<file path="src/rtl/igc_pkg.sv">
package igc_pkg;
  localparam int REG_W   = 8;  // register data width
  localparam int EN_LSB  = 0;  // enable field in control register
  localparam int REQ_LSB = 4;  // request field in control register
  localparam int LVL_LSB = 4;  // level field in level register
endpackage

</file>
<file path="src/rtl/igc_capture.sv">
// Turns raw inputs into per-bit set pulses; edge or level per group.
module igc_capture #(
  parameter int NUM_GROUPS = 31,
  parameter int SUBS       = 4,
  parameter logic [NUM_GROUPS-1:0] EDGE_GROUPS = 'h0F0
) (
  input  logic                       clk,
  input  logic                       rst,
  input  logic [NUM_GROUPS*SUBS-1:0] irq_in,
  output logic [NUM_GROUPS*SUBS-1:0] set_o
);
  for (genvar g = 0; g < NUM_GROUPS; g++) begin : g_grp
    for (genvar s = 0; s < SUBS; s++) begin : g_sub
      localparam int I = g*SUBS + s;
      if (EDGE_GROUPS[g]) begin : g_edge
        logic prev_q;
        always_ff @(posedge clk) begin
          if (rst) prev_q <= 1'b0;
          else     prev_q <= irq_in[I];
        end
        assign set_o[I] = irq_in[I] ^ prev_q;

        AST_EDGE_TOGGLE: assert property (@(posedge clk) disable iff (rst)
          (!$past(rst) && (irq_in[I] != $past(irq_in[I]))) |-> set_o[I]);
      end else begin : g_level
        assign set_o[I] = irq_in[I];
      end
    end
  end
endmodule

</file>
<file path="src/rtl/igc_regfile.sv">
// Request, enable and level storage with the register port and NMI pulse.
module igc_regfile #(
  parameter int NUM_GROUPS = 31,
  parameter int SUBS       = 4,
  parameter int NMI_GROUPS = 2,
  parameter int LVL_W      = 3,
  parameter int GRP_W      = 5,
  parameter int ADDR_W     = 6
) (
  input  logic                            clk,
  input  logic                            rst,
  input  logic                            wr_en,
  input  logic [ADDR_W-1:0]               wr_addr,
  input  logic [igc_pkg::REG_W-1:0]       wr_data,
  input  logic                            rd_en,
  input  logic [ADDR_W-1:0]               rd_addr,
  output logic [igc_pkg::REG_W-1:0]       rd_data,
  input  logic [NUM_GROUPS*SUBS-1:0]      set_i,
  input  logic [GRP_W-1:0]                acc_i,
  output logic [NUM_GROUPS-1:0][SUBS-1:0] req_o,
  output logic [NUM_GROUPS-1:0][SUBS-1:0] en_o,
  output logic [NUM_GROUPS-1:0][LVL_W-1:0] lvl_o,
  output logic                            nmi_o
);
  localparam int LVL_BASE = 1 << GRP_W;
  localparam int ACC_ADDR = 2*LVL_BASE - 1;
  localparam int REQ_LSB  = igc_pkg::REQ_LSB;
  localparam int EN_LSB   = igc_pkg::EN_LSB;
  localparam int LVL_LSB  = igc_pkg::LVL_LSB;

  logic [NUM_GROUPS-1:0][SUBS-1:0]  req_q, en_q, clr_m, set_m;
  logic [NUM_GROUPS-1:0][LVL_W-1:0] lvl_q;
  logic [NUM_GROUPS-1:0]            ctl_hit, lvl_hit;
  logic                             nmi_q, nmi_new, nmi_pend;
  logic [GRP_W-1:0]                 rd_idx;

  always_comb begin
    for (int g = 0; g < NUM_GROUPS; g++) begin
      ctl_hit[g] = wr_en && (wr_addr == ADDR_W'(g));
      lvl_hit[g] = wr_en && (wr_addr == ADDR_W'(LVL_BASE + g));
      clr_m[g]   = ctl_hit[g] ? wr_data[REQ_LSB +: SUBS] : '0;
      set_m[g]   = set_i[g*SUBS +: SUBS];
    end
  end

  always_comb begin
    nmi_new  = 1'b0;
    nmi_pend = 1'b0;
    for (int g = 0; g < NMI_GROUPS; g++) begin
      nmi_new  = nmi_new  | (|(set_m[g] & ~req_q[g] & en_q[g]));
      nmi_pend = nmi_pend | (|req_q[g]);
    end
  end

  always_ff @(posedge clk) begin
    if (rst) begin
      for (int g = 0; g < NUM_GROUPS; g++) begin
        en_q[g]  <= (g < NMI_GROUPS) ? '1 : '0;
        req_q[g] <= '0;
        lvl_q[g] <= '1;
      end
      nmi_q <= 1'b0;
    end else begin
      for (int g = 0; g < NUM_GROUPS; g++) begin
        req_q[g] <= (req_q[g] & ~clr_m[g]) | set_m[g];
        if (ctl_hit[g]) en_q[g]  <= wr_data[EN_LSB +: SUBS];
        if (lvl_hit[g]) lvl_q[g] <= wr_data[LVL_LSB +: LVL_W];
      end
      nmi_q <= nmi_new;
    end
  end

  assign rd_idx = rd_addr[GRP_W-1:0];

  always_ff @(posedge clk) begin
    if (rst) begin
      rd_data <= '0;
    end else if (rd_en) begin
      rd_data <= '0;
      if (rd_addr < ADDR_W'(NUM_GROUPS)) begin
        rd_data[REQ_LSB +: SUBS] <= req_q[rd_idx];
        rd_data[EN_LSB  +: SUBS] <= en_q[rd_idx];
      end else if (rd_addr >= ADDR_W'(LVL_BASE) &&
                   rd_addr <  ADDR_W'(LVL_BASE + NUM_GROUPS)) begin
        rd_data[LVL_LSB +: LVL_W] <= lvl_q[rd_idx];
      end else if (rd_addr == ADDR_W'(ACC_ADDR)) begin
        rd_data[GRP_W-1:0] <= acc_i;
      end
    end
  end

  assign req_o = req_q;
  assign en_o  = en_q;
  assign lvl_o = lvl_q;
  assign nmi_o = nmi_q;

  AST_NMI_SOURCE: assert property (@(posedge clk) disable iff (rst)
    nmi_q |-> nmi_pend);

  for (genvar g = 0; g < NUM_GROUPS; g++) begin : g_chk
    AST_RESET_STATE: assert property (@(posedge clk) disable iff (rst)
      $past(rst) |-> (en_q[g] == ((g < NMI_GROUPS) ? {SUBS{1'b1}} : {SUBS{1'b0}}))
                     && (lvl_q[g] == {LVL_W{1'b1}}));
    for (genvar s = 0; s < SUBS; s++) begin : g_bit
      AST_SET_WINS: assert property (@(posedge clk) disable iff (rst)
        set_i[g*SUBS+s] |=> req_q[g][s]);
      AST_W1C_CLEARS: assert property (@(posedge clk) disable iff (rst)
        (wr_en && wr_addr == ADDR_W'(g) && wr_data[REQ_LSB+s] && !set_i[g*SUBS+s])
        |=> !req_q[g][s]);
      AST_REQ_KEEP: assert property (@(posedge clk) disable iff (rst)
        (req_q[g][s] && !(wr_en && wr_addr == ADDR_W'(g) && wr_data[REQ_LSB+s]))
        |=> req_q[g][s]);
    end
  end
endmodule

</file>
<file path="src/rtl/igc_arbiter.sv">
// Scans maskable groups; strictly lower level replaces the current choice.
module igc_arbiter #(
  parameter int NUM_GROUPS = 31,
  parameter int SUBS       = 4,
  parameter int NMI_GROUPS = 2,
  parameter int LVL_W      = 3,
  parameter int GRP_W      = 5
) (
  input  logic [NUM_GROUPS-1:0][SUBS-1:0]  req_i,
  input  logic [NUM_GROUPS-1:0][SUBS-1:0]  en_i,
  input  logic [NUM_GROUPS-1:0][LVL_W-1:0] lvl_i,
  output logic [GRP_W-1:0]                 win_grp,
  output logic [LVL_W-1:0]                 win_lvl
);
  always_comb begin
    win_lvl = '1;
    win_grp = '0;
    for (int g = NMI_GROUPS; g < NUM_GROUPS; g++) begin
      if ((|(req_i[g] & en_i[g])) && (lvl_i[g] < win_lvl)) begin
        win_lvl = lvl_i[g];
        win_grp = GRP_W'(g);
      end
    end
  end
endmodule

</file>
<file path="src/rtl/irq_group_ctrl.sv">
module irq_group_ctrl #(
  parameter int NUM_GROUPS = 31,
  parameter int SUBS       = 4,
  parameter int NMI_GROUPS = 2,
  parameter int LVL_W      = 3,
  parameter logic [NUM_GROUPS-1:0] EDGE_GROUPS = 'h0F0
) (
  input  logic                                clk,
  input  logic                                rst,
  input  logic                                wr_en,
  input  logic [$clog2(NUM_GROUPS):0]         wr_addr,
  input  logic [igc_pkg::REG_W-1:0]           wr_data,
  input  logic                                rd_en,
  input  logic [$clog2(NUM_GROUPS):0]         rd_addr,
  output logic [igc_pkg::REG_W-1:0]           rd_data,
  input  logic [NUM_GROUPS*SUBS-1:0]          irq_in,
  input  logic                                ack,
  output logic                                nmi,
  output logic [LVL_W-1:0]                    irq_level
);
  localparam int GRP_W  = $clog2(NUM_GROUPS);
  localparam int ADDR_W = GRP_W + 1;

  logic [NUM_GROUPS*SUBS-1:0]       set_w;
  logic [NUM_GROUPS-1:0][SUBS-1:0]  req_w, en_w;
  logic [NUM_GROUPS-1:0][LVL_W-1:0] lvl_w;
  logic [GRP_W-1:0]                 win_grp, acc_q;
  logic [LVL_W-1:0]                 win_lvl;

  igc_capture #(.NUM_GROUPS(NUM_GROUPS), .SUBS(SUBS), .EDGE_GROUPS(EDGE_GROUPS)) u_cap (
    .clk(clk), .rst(rst), .irq_in(irq_in), .set_o(set_w)
  );

  igc_regfile #(.NUM_GROUPS(NUM_GROUPS), .SUBS(SUBS), .NMI_GROUPS(NMI_GROUPS),
                .LVL_W(LVL_W), .GRP_W(GRP_W), .ADDR_W(ADDR_W)) u_regs (
    .clk(clk), .rst(rst),
    .wr_en(wr_en), .wr_addr(wr_addr), .wr_data(wr_data),
    .rd_en(rd_en), .rd_addr(rd_addr), .rd_data(rd_data),
    .set_i(set_w), .acc_i(acc_q),
    .req_o(req_w), .en_o(en_w), .lvl_o(lvl_w), .nmi_o(nmi)
  );

  igc_arbiter #(.NUM_GROUPS(NUM_GROUPS), .SUBS(SUBS), .NMI_GROUPS(NMI_GROUPS),
                .LVL_W(LVL_W), .GRP_W(GRP_W)) u_arb (
    .req_i(req_w), .en_i(en_w), .lvl_i(lvl_w),
    .win_grp(win_grp), .win_lvl(win_lvl)
  );

  always_ff @(posedge clk) begin
    if (rst) begin
      irq_level <= '1;
      acc_q     <= '0;
    end else begin
      irq_level <= win_lvl;
      if (ack) acc_q <= win_grp;
    end
  end

  AST_WIN_VALID: assert property (@(posedge clk) disable iff (rst)
    (win_lvl != {LVL_W{1'b1}}) |-> (win_grp >= GRP_W'(NMI_GROUPS))
      && (|(req_w[win_grp] & en_w[win_grp])) && (lvl_w[win_grp] == win_lvl));
  AST_IDLE_GROUP: assert property (@(posedge clk) disable iff (rst)
    (win_lvl == {LVL_W{1'b1}}) |-> (win_grp == '0));
  AST_ACK_HOLD: assert property (@(posedge clk) disable iff (rst)
    !ack |=> $stable(acc_q));

  for (genvar g = NMI_GROUPS; g < NUM_GROUPS; g++) begin : g_arb_chk
    AST_WIN_MIN: assert property (@(posedge clk) disable iff (rst)
      ((|(req_w[g] & en_w[g])) && lvl_w[g] != {LVL_W{1'b1}}) |-> (win_lvl <= lvl_w[g]));
    AST_WIN_TIE: assert property (@(posedge clk) disable iff (rst)
      ((|(req_w[g] & en_w[g])) && lvl_w[g] == win_lvl && win_lvl != {LVL_W{1'b1}})
      |-> (win_grp <= GRP_W'(g)));
  end
endmodule

</file>
<file path="config.mk">
export PLATFORM = sky130hd
export DESIGN_NAME = irq_group_ctrl
export DESIGN_NICKNAME = d
export VERILOG_FILES = /design/src/rtl/igc_pkg.sv /design/src/rtl/igc_capture.sv /design/src/rtl/igc_regfile.sv /design/src/rtl/igc_arbiter.sv /design/src/rtl/irq_group_ctrl.sv
export SDC_FILE = /design/constraint.sdc
export NUM_CORES = 1
export LEC_CHECK = 0
export ABC_CLOCK_PERIOD_IN_PS = 20500
export CAP_MARGIN = 20
export CELL_PAD_IN_SITES_DETAIL_PLACEMENT = 1
export CELL_PAD_IN_SITES_GLOBAL_PLACEMENT = 1
export CORE_MARGIN = 2
export CORE_UTILIZATION = 30
export CTS_BUF_LIST = sky130_fd_sc_hd__clkbuf_16
export CTS_CLUSTER_DIAMETER = 60
export DETAILED_ROUTE_END_ITERATION = 6
export PLACE_DENSITY = 0.62
export SLEW_MARGIN = 25
export SYNTH_ARGS = -nofsm -noshare
export SYNTH_HDL_FRONTEND = slang
export SYNTH_SLANG_ARGS = --single-unit
</file>
<file path="constraint.sdc">
create_clock -name clk -period 20.5 [get_ports clk]
set_input_delay 6.15 -clock clk [delete_from_list [all_inputs] [get_ports clk]]
set_output_delay 6.15 -clock clk [all_outputs]
set_load 0.005 [all_outputs]
</file>
* Word level (Yosys, flattened, before mapping) *
Cells that the tools add are included.

word-level totals
  register bits = 374
  word-level logic and storage cells = 578
  output and inout port bits = 12

operators by class
  reductions and logical operators = 124
  eq/ne operators = 62
  magnitude comparators = 33
  mux-type cells = 101
  bitwise logic cells = 145

operators with widths
  operator                                                                      number
  4-bit bitwise AND                                                             64
  6-bit == test, second input constant                                          32
  4-bit two-way mux                                                             42
  4-bit NOT                                                                     33
  4-bit OR                                                                      31
  4-bit OR reduction                                                            31
  3-bit two-way mux                                                             34
  1-bit logical AND                                                             92
  6-bit by 5-bit == test with 1-bit output, second input constant               15
  3-bit less-than comparator                                                    28
  5-bit two-way mux                                                             16
  6-bit by 4-bit == test with 1-bit output, second input constant               8
  4-bit binary-select mux with 5-bit select                                     2
  6-bit by 3-bit == test with 1-bit output, second input constant               4
  1-bit XOR                                                                     16
  3-bit binary-select mux with 5-bit select                                     1
  6-bit by 2-bit == test with 1-bit output, second input constant               2
  7-bit two-way mux                                                             1
  6-bit by 1-bit == test with 1-bit output, second input constant               1
  6-bit >= comparator, second input constant                                    1
  6-bit logical NOT                                                             1
  5-bit by 6-bit less-than comparator with 1-bit output, second input constant  1
  6-bit by 5-bit less-than comparator with 1-bit output, second input constant  1
  6-bit less-than comparator, second input constant                             1
  other kinds (4)                                                               7

* Depth between registers and ports, before layout *
  depth after elaboration = 88
  gate-level depth with buffers = 51

* Modules after synthesis *
From an unflattened synthesis, not the netlist that was laid out.

second synthesis, totals
  cells, all modules = 2728
  area, all modules = 22950.8 um2

modules (own cells, without submodules)
  module          cells an instance  instances  area each (um2)  sequential area each (um2)
  igc_regfile     1704               1          15987.8          7006.7
  igc_arbiter     845                1          5288.8           0.0
  igc_capture     157                1          1415.1           320.3
  irq_group_ctrl  22                 1          259.0            160.2

* Least setup slack after synthesis *
OpenSTA, ideal clock, no wires.

  kind = flip-flop to flip-flop
  start = register u_regs.lvl_q (netlist bit u_regs.lvl_o[7])
  end = register acc_q[2]
  stages on the path, launching flop included = 50
  setup slack = 8.539 ns
  arrival = 11.870 ns
  cell sequence = dfxtp_1 nor2b_1 o21a_1 or3_1 buf_2 and4_4 o21a_1 or3_4 o21a_1 nor3_2 o2111ai_2 a2111o_1 o211a_1 a21oi_2 o32ai_2 a2111o_1 a21o_1 a2111oi_2 [14 not listed] o41ai_2 or4_1 nand4_1 nand3_4 mux2_4 a211oi_1 a211oi_1 o311a_1 a21o_1 a2111oi_4 o21ai_1 and2_1 ha_1 a221o_1 nor2_1 o21ai_1 and3_1 a311oi_1

on the way
  longest elaborated chain between the ends = 87

RTL lines
  item                              line                  RTL
  start: declaration                igc_regfile.sv:32     logic [NUM_GROUPS-1:0][LVL_W-1:0] lvl_q;
  start signal: indexed assignment  igc_regfile.sv:67     if (lvl_hit[g]) lvl_q[g] <= wr_data[LVL_LSB +: LVL_W];
  3-bit less-than comparator        igc_arbiter.sv:19     if ((|(req_i[g] & en_i[g])) && (lvl_i[g] < win_lvl)) begin
  1-bit logical AND                 igc_arbiter.sv:19
  3-bit two-way mux (*)             igc_arbiter.sv:19
  3-bit less-than comparator        igc_arbiter.sv:19
  1-bit logical AND                 igc_arbiter.sv:19
  3-bit two-way mux (*)             igc_arbiter.sv:19
  3-bit less-than comparator        igc_arbiter.sv:19
  1-bit logical AND                 igc_arbiter.sv:19
  [71 not listed]                   --
  1-bit logical AND                 igc_arbiter.sv:19
  3-bit two-way mux                 igc_arbiter.sv:19
  3-bit less-than comparator        igc_arbiter.sv:19
  1-bit logical AND                 igc_arbiter.sv:19
  3-bit two-way mux                 igc_arbiter.sv:19
  3-bit less-than comparator        igc_arbiter.sv:19
  1-bit logical AND                 igc_arbiter.sv:19
  5-bit two-way mux (*)             igc_arbiter.sv:19
  end signal: assignment            irq_group_ctrl.sv:55  if (ack) acc_q <= win_grp;
  end: declaration                  irq_group_ctrl.sv:27  logic [GRP_W-1:0] win_grp, acc_q;

Mark *: on every way between the ends. The rest lies on a longest branch, timed or not.
A chain may end at the register's enable or synchronous reset.

* Worst setup path in the final report *
  start = register u_regs.req_q (netlist bit u_regs.req_o[14])
  end = register acc_q[4]

on the way
  longest elaborated chain between the ends = 85

RTL lines
  item                              line               RTL
  start: declaration                igc_regfile.sv:31  logic [NUM_GROUPS-1:0][SUBS-1:0] req_q, en_q, clr_m, set_m;
  start signal: indexed assignment  igc_regfile.sv:65  req_q[g] <= (req_q[g] & ~clr_m[g]) | set_m[g];
  4-bit bitwise AND (*)             igc_arbiter.sv:19
  4-bit OR reduction (*)            igc_arbiter.sv:19
  1-bit logical AND (*)             igc_arbiter.sv:19
  3-bit two-way mux (*)             igc_arbiter.sv:19
  3-bit less-than comparator        igc_arbiter.sv:19
  1-bit logical AND                 igc_arbiter.sv:19
  3-bit two-way mux (*)             igc_arbiter.sv:19
  3-bit less-than comparator        igc_arbiter.sv:19
  [69 not listed]                   --
  1-bit logical AND                 igc_arbiter.sv:19
  3-bit two-way mux                 igc_arbiter.sv:19
  3-bit less-than comparator        igc_arbiter.sv:19
  1-bit logical AND                 igc_arbiter.sv:19
  3-bit two-way mux                 igc_arbiter.sv:19
  3-bit less-than comparator        igc_arbiter.sv:19
  1-bit logical AND                 igc_arbiter.sv:19
  5-bit two-way mux (*)             igc_arbiter.sv:19

Marked as above.

==> impl_metrics.xml <==
<?xml version="1.0" encoding="UTF-8"?>
<metrics>
  <group name="clocking">
    <metric name="root_cell_of_the_clock_tree" unit="">sky130_fd_sc_hd__clkbuf_16</metric>
    <metric name="clock_path_buffers" unit="">3</metric>
    <metric name="cts-hold-fix-buffers" unit="">0</metric>
    <metric name="cts.sink_count" unit="">374</metric>
    <metric name="post_cts_buffers" unit="">0</metric>
    <metric name="tritoncts" unit="">done</metric>
    <metric name="insertion_delay_to_the_later_sink_of_the_worst_skew_pair" unit="ns">0.61</metric>
    <metric name="ctsHtreeMaxLevel" unit="">2</metric>
    <metric name="cts_inserted_buffers" unit="">45</metric>
    <metric name="worst_setup_hold_path_clk_slew" unit="ns">0.06</metric>
    <metric name="cts-resized-gates" unit="">0</metric>
  </group>
  <group name="global_routing">
    <metric name="largest_net_degree_at_the_start_of_global_routing" unit="">126</metric>
    <metric name="grt_pass1_vias" unit="">20939</metric>
    <metric name="groute.usage.overall" unit="">0.227</metric>
    <metric name="globalRouteOverflowTotal" unit="">0</metric>
    <metric name="wire_length_of_the_first_global_routing_pass" unit="µm">130000</metric>
    <metric name="antenna_found_initial" unit="">1</metric>
  </group>
  <group name="power">
    <metric name="vdd_ir_drop_max" unit="V">0.0000583</metric>
    <metric name="pwr_density_cell" unit="mW/mm²">69.0</metric>
    <metric name="power.leakage" unit="nW">8.95</metric>
  </group>
  <group name="logic_synthesis">
    <metric name="synth_edf_count" unit="">0</metric>
    <metric name="yosys.area.top_type" unit="">sky130_fd_sc_hd__dfxtp_1</metric>
    <metric name="synth_adder_area_share" unit="">0.00569</metric>
    <metric name="total_of_flip_flops_plus_latches_after_synthesis" unit="">374</metric>
    <metric name="largest_family_of_logic_cells_by_synthesized_area" unit="">simple AND/OR/NAND/NOR gates</metric>
    <metric name="syn-cell-area" unit="mm²">0.0213</metric>
    <metric name="synth_sequential_area_ratio" unit="">0.351</metric>
    <metric name="post_synth_mux_area_share" unit="">0.179</metric>
    <metric name="ys_types" unit="">104</metric>
    <metric name="synth-async-reset-ratio" unit="">0</metric>
    <metric name="synth.top_cells.by_area" unit="">sky130_fd_sc_hd__dfxtp_1 (35%), sky130_fd_sc_hd__mux4_2 (10%), sky130_fd_sc_hd__nor2_1 (7.3%), sky130_fd_sc_hd__mux2i_1 (7.1%), sky130_fd_sc_hd__nand2_1 (6.0%)</metric>
    <metric name="yosysWarnings" unit="">0</metric>
    <metric name="syn_inst" unit="">2552</metric>
    <metric name="netlist.area_leader.share" unit="">0.351</metric>
    <metric name="synth_flop_cell" unit="">sky130_fd_sc_hd__dfxtp_1</metric>
    <metric name="synth-compound-area-share" unit="">0.186</metric>
    <metric name="yosys.area_share.xor_xnor" unit="">0.00657</metric>
    <metric name="synth_nets" unit="">2705</metric>
    <metric name="synth_simple_gate_area_share" unit="">0.240</metric>
    <metric name="post_synth.cell_area_avg" unit="µm²">8.35</metric>
  </group>
  <group name="sta">
    <metric name="crit_path_time_final" unit="ns">13.69</metric>
    <metric name="post-route-worst-setup-slack" unit="ns">6.81</metric>
    <metric name="max-slew-margin-rel" unit="">0.272</metric>
    <metric name="finalHoldViolations" unit="">0</metric>
    <metric name="worst-slew-pin-transition" unit="ns">1.09</metric>
    <metric name="timing.final.crit_share" unit="">0.668</metric>
    <metric name="final.setup_skew" unit="ns">0.0275</metric>
    <metric name="grt_setup_unrepaired" unit="">false</metric>
    <metric name="report.final.slew_viol_count" unit="">0</metric>
    <metric name="fin_tns_setup" unit="ns">0</metric>
    <metric name="maxClockFrequency" unit="GHz">0.0730</metric>
    <metric name="finalSetupViolCount" unit="">0</metric>
  </group>
  <group name="worst_setup_path">
    <metric name="cp_max_fo" unit="">8</metric>
    <metric name="rr_startpoint" unit="">u_regs.req_o[14]$_SDFF_PP0_</metric>
    <metric name="critPathArrivalTime" unit="ns">14.18</metric>
    <metric name="critPathRequiredTime" unit="ns">20.98</metric>
    <metric name="worst_path_most_repeated_cell" unit="">sky130_fd_sc_hd__o21ai_1</metric>
    <metric name="cp-start-kind" unit="">flip-flop</metric>
    <metric name="critPathKind" unit="">flip-flop to flip-flop</metric>
    <metric name="critical_path.n_buffers_inverters" unit="">0</metric>
    <metric name="critical_path_end_type" unit="">flip-flop</metric>
    <metric name="worstSetupStartpoint" unit="">u_regs.req_o[14]$_SDFF_PP0_</metric>
    <metric name="slowest_stage_delay_on_critical_path" unit="ns">0.57</metric>
    <metric name="worst_path_max_delay_cell" unit="">sky130_fd_sc_hd__or4_1</metric>
    <metric name="cpLargestDelayFamily" unit="">compound AO/OA/AOI/OAI gates</metric>
  </group>
  <group name="worst_hold_path">
    <metric name="worstHoldStart" unit="">u_regs.lvl_o[2]$_SDFFE_PP1P_</metric>
    <metric name="holdCritPathClass" unit="">flip-flop to flip-flop</metric>
  </group>
  <group name="floorplan">
    <metric name="core-area" unit="mm²">0.0701</metric>
    <metric name="floorplan.die.width" unit="µm">271</metric>
    <metric name="initial_core_util" unit="">0.304</metric>
    <metric name="core.rowCount" unit="">97</metric>
    <metric name="number_of_top_level_design_ports" unit="">161</metric>
    <metric name="die-area" unit="mm²">0.0732</metric>
    <metric name="vertical_die_dimension" unit="µm">271</metric>
  </group>
  <group name="place">
    <metric name="place_ws" unit="ns">6.97</metric>
    <metric name="globalplace.congestion" unit="">0.955</metric>
    <metric name="io_buffer_count" unit="">160</metric>
    <metric name="detailedPlacementHpwl" unit="µm">61900</metric>
  </group>
  <group name="detailed_routing">
    <metric name="postRouteWirelength" unit="µm">85000</metric>
    <metric name="detailed_route_vias_per_instance" unit="">5.65</metric>
    <metric name="route.detailed.drc" unit="">0</metric>
    <metric name="avgRoutedWirePerCell" unit="µm">23.5</metric>
    <metric name="drt_first_pass_iters" unit="">6</metric>
    <metric name="route.vias.total" unit="">20451</metric>
    <metric name="initialDrtViolationCount" unit="">1421</metric>
    <metric name="post_detailed_route_count_of_antenna_violating_nets" unit="">0</metric>
  </group>
  <group name="run">
    <metric name="maxCapViolations" unit="">0</metric>
  </group>
  <group name="run_status">
    <metric name="status" unit="">completed</metric>
  </group>
  <group name="finish">
    <metric name="finalNetCount" unit="">2796</metric>
    <metric name="area_delta_synth_final" unit="%">18.1</metric>
    <metric name="filler_cell_count" unit="">8344</metric>
    <metric name="final_layout_size_suffix_gt1_frac" unit="">0.102</metric>
  </group>
</metrics>
-- final cells by class --
type,instances,area [µm²],share of cell area
Multi-Input combinational cell,1998,13200,0.523
Sequential cell,374,7490,0.297
Timing Repair Buffer,190,1770,0.0704
Antenna cell,2,5.00,0.000199
Clock buffer,46,1150,0.0457
Inverter,34,128,0.00507
Tap cell,940,1180,0.0467
Clock inverter,38,298,0.0118
-- cell usage in the layout, fill, tap and decap left out, types with 8 or more instances in the layout --
| cell | count |
|---|---|
| sky130_fd_sc_hd__a211o_1 | 8 |
| sky130_fd_sc_hd__a211oi_1 | 25 |
| sky130_fd_sc_hd__a21o_1 | 26 |
| sky130_fd_sc_hd__a21oi_1 | 182 |
| sky130_fd_sc_hd__a221oi_1 | 22 |
| sky130_fd_sc_hd__a22o_1 | 24 |
| sky130_fd_sc_hd__a22oi_1 | 18 |
| sky130_fd_sc_hd__a31oi_1 | 14 |
| sky130_fd_sc_hd__a41oi_1 | 8 |
| sky130_fd_sc_hd__and2_1 | 19 |
| sky130_fd_sc_hd__and3_1 | 9 |
| sky130_fd_sc_hd__buf_2 | 14 |
| sky130_fd_sc_hd__buf_4 | 26 |
| sky130_fd_sc_hd__clkbuf_16 | 46 |
| sky130_fd_sc_hd__clkdlybuf4s50_1 | 148 |
| sky130_fd_sc_hd__clkinv_1 | 13 |
| sky130_fd_sc_hd__clkinv_2 | 9 |
| sky130_fd_sc_hd__dfxtp_1 | 374 |
| sky130_fd_sc_hd__inv_1 | 41 |
| sky130_fd_sc_hd__mux2i_1 | 152 |
| sky130_fd_sc_hd__mux4_2 | 99 |
| sky130_fd_sc_hd__nand2_1 | 340 |
| sky130_fd_sc_hd__nand2b_1 | 20 |
| sky130_fd_sc_hd__nand3_1 | 181 |
| sky130_fd_sc_hd__nand4_1 | 8 |
| sky130_fd_sc_hd__nor2_1 | 415 |
| sky130_fd_sc_hd__nor2b_1 | 30 |
| sky130_fd_sc_hd__nor3_1 | 39 |
| sky130_fd_sc_hd__nor4_1 | 11 |
| sky130_fd_sc_hd__o211ai_1 | 12 |
| sky130_fd_sc_hd__o21a_1 | 9 |
| sky130_fd_sc_hd__o21ai_0 | 69 |
| sky130_fd_sc_hd__o21ai_1 | 16 |
| sky130_fd_sc_hd__o21bai_1 | 12 |
| sky130_fd_sc_hd__o22ai_1 | 8 |
| sky130_fd_sc_hd__o31a_1 | 8 |
| sky130_fd_sc_hd__o31ai_1 | 13 |
| sky130_fd_sc_hd__or2_2 | 17 |
| sky130_fd_sc_hd__or3_1 | 14 |
| sky130_fd_sc_hd__xor2_1 | 16 |
-- metal layers --
| metal | up-vias | wire, µm | GRT usage |
|---|---|---|---|
| met4 | 2 | 2070 | 0.0598 |
| met5 | - | 13 | 0 |
| li1 | 9481 | - | - |
| met1 | 10380 | 39600 | 0.308 |
| met3 | 112 | 3720 | 0.0328 |
| met2 | 476 | 39600 | 0.375 |
-- worst reg2reg max path: cells and delay by family (launching register included) --
kind,cells,cell delay (ns)
simple gates,16,3.89
compound gates,30,8.72
mux,1,0.34
fa+ha+maj,1,0.30
flops,1,0.33
-- power breakdown --
| part | internal [mW] | total [mW] | switching [mW] |
|---|---|---|---|
| clock | 0.448 | 0.793 | 0.346 |
| sequential | 0.751 | 0.776 | 0.0248 |
| combinational | 0.0723 | 0.167 | 0.0949 |
-- logic make-up (layout without fill, tap and decap cells) --
family | Yosys count | in the layout
DFF | 374 | 374
and+or+nand+nor | 1147 | 1147
muxes | 255 | 255
other | 0 | 2
xor gates and xnor gates | 16 | 16
buffers and inverters | 180 | 308
adders and majority gates | 11 | 11
AOI/OAI and AO/OA | 569 | 569
-- cell usage after synthesis, types with 6 or more instances --
library cell,number
sky130_fd_sc_hd__nor2_1,417
sky130_fd_sc_hd__dfxtp_1,374
sky130_fd_sc_hd__nand2_1,340
sky130_fd_sc_hd__a21oi_1,182
sky130_fd_sc_hd__nand3_1,181
sky130_fd_sc_hd__mux2i_1,152
sky130_fd_sc_hd__clkbuf_1,114
sky130_fd_sc_hd__mux4_2,99
sky130_fd_sc_hd__o21ai_0,69
sky130_fd_sc_hd__nor3_1,40
sky130_fd_sc_hd__inv_1,33
sky130_fd_sc_hd__buf_1,30
sky130_fd_sc_hd__nor2b_1,30
sky130_fd_sc_hd__a21o_1,26
sky130_fd_sc_hd__a211oi_1,25
sky130_fd_sc_hd__a22o_1,24
sky130_fd_sc_hd__a221oi_1,22
sky130_fd_sc_hd__nand2b_1,20
sky130_fd_sc_hd__and2_1,19
sky130_fd_sc_hd__a22oi_1,18
sky130_fd_sc_hd__or2_2,17
sky130_fd_sc_hd__o21ai_1,16
sky130_fd_sc_hd__xor2_1,16
sky130_fd_sc_hd__a31oi_1,14
sky130_fd_sc_hd__or3_1,14
sky130_fd_sc_hd__o31ai_1,13
sky130_fd_sc_hd__o211ai_1,12
sky130_fd_sc_hd__o21bai_1,12
sky130_fd_sc_hd__nor4_1,11
sky130_fd_sc_hd__and3_1,9
sky130_fd_sc_hd__o21a_1,9
sky130_fd_sc_hd__a211o_1,8
sky130_fd_sc_hd__a41oi_1,8
sky130_fd_sc_hd__nand4_1,8
sky130_fd_sc_hd__o22ai_1,8
sky130_fd_sc_hd__o31a_1,8
sky130_fd_sc_hd__maj3_1,6
-- through the flow --
stage / hold WS, ns / util / cell area, µm² / power (mW) / instances
floorplan: 0.436 / - / 21300 / 0.873 / 2552
global placement: 0.451 / 0.338 / 23700 / 0.954 / 3531
detailed placement: 0.468 / 0.338 / 23700 / 0.959 / 3535
CTS: 0.481 / 0.359 / 25200 / 1.75 / 3619
global route: 0.504 / 0.359 / 25200 / 1.80 / 3620
finish: 0.479 / 0.359 / 25200 / 1.74 / 3622
-- final timing paths --
kind / to / slack, ns / cells after the start
hold / removal: u_regs.lvl_o[2]$_SDFFE_PP1P_ / 0.48 / 2
setup reg to reg: acc_q[4]$_SDFFE_PP0P_ / 6.81 / 48
setup / recovery: acc_q[4]$_SDFFE_PP0P_ / 6.81 / 48
hold reg to reg: u_regs.lvl_o[2]$_SDFFE_PP1P_ / 0.48 / 2
-- state kept, by name, indices dropped and copies added, names as in the netlist --
signal,flops
u_cap.g_grp.g_sub.g_edge.prev_q,16
acc_q,5
u_regs.rd_data,8
u_regs.lvl_o,93
u_regs.req_o,124
irq_level,3
u_regs.nmi_o,1
u_regs.en_o,124
Power figures use the tool's default switching activity.
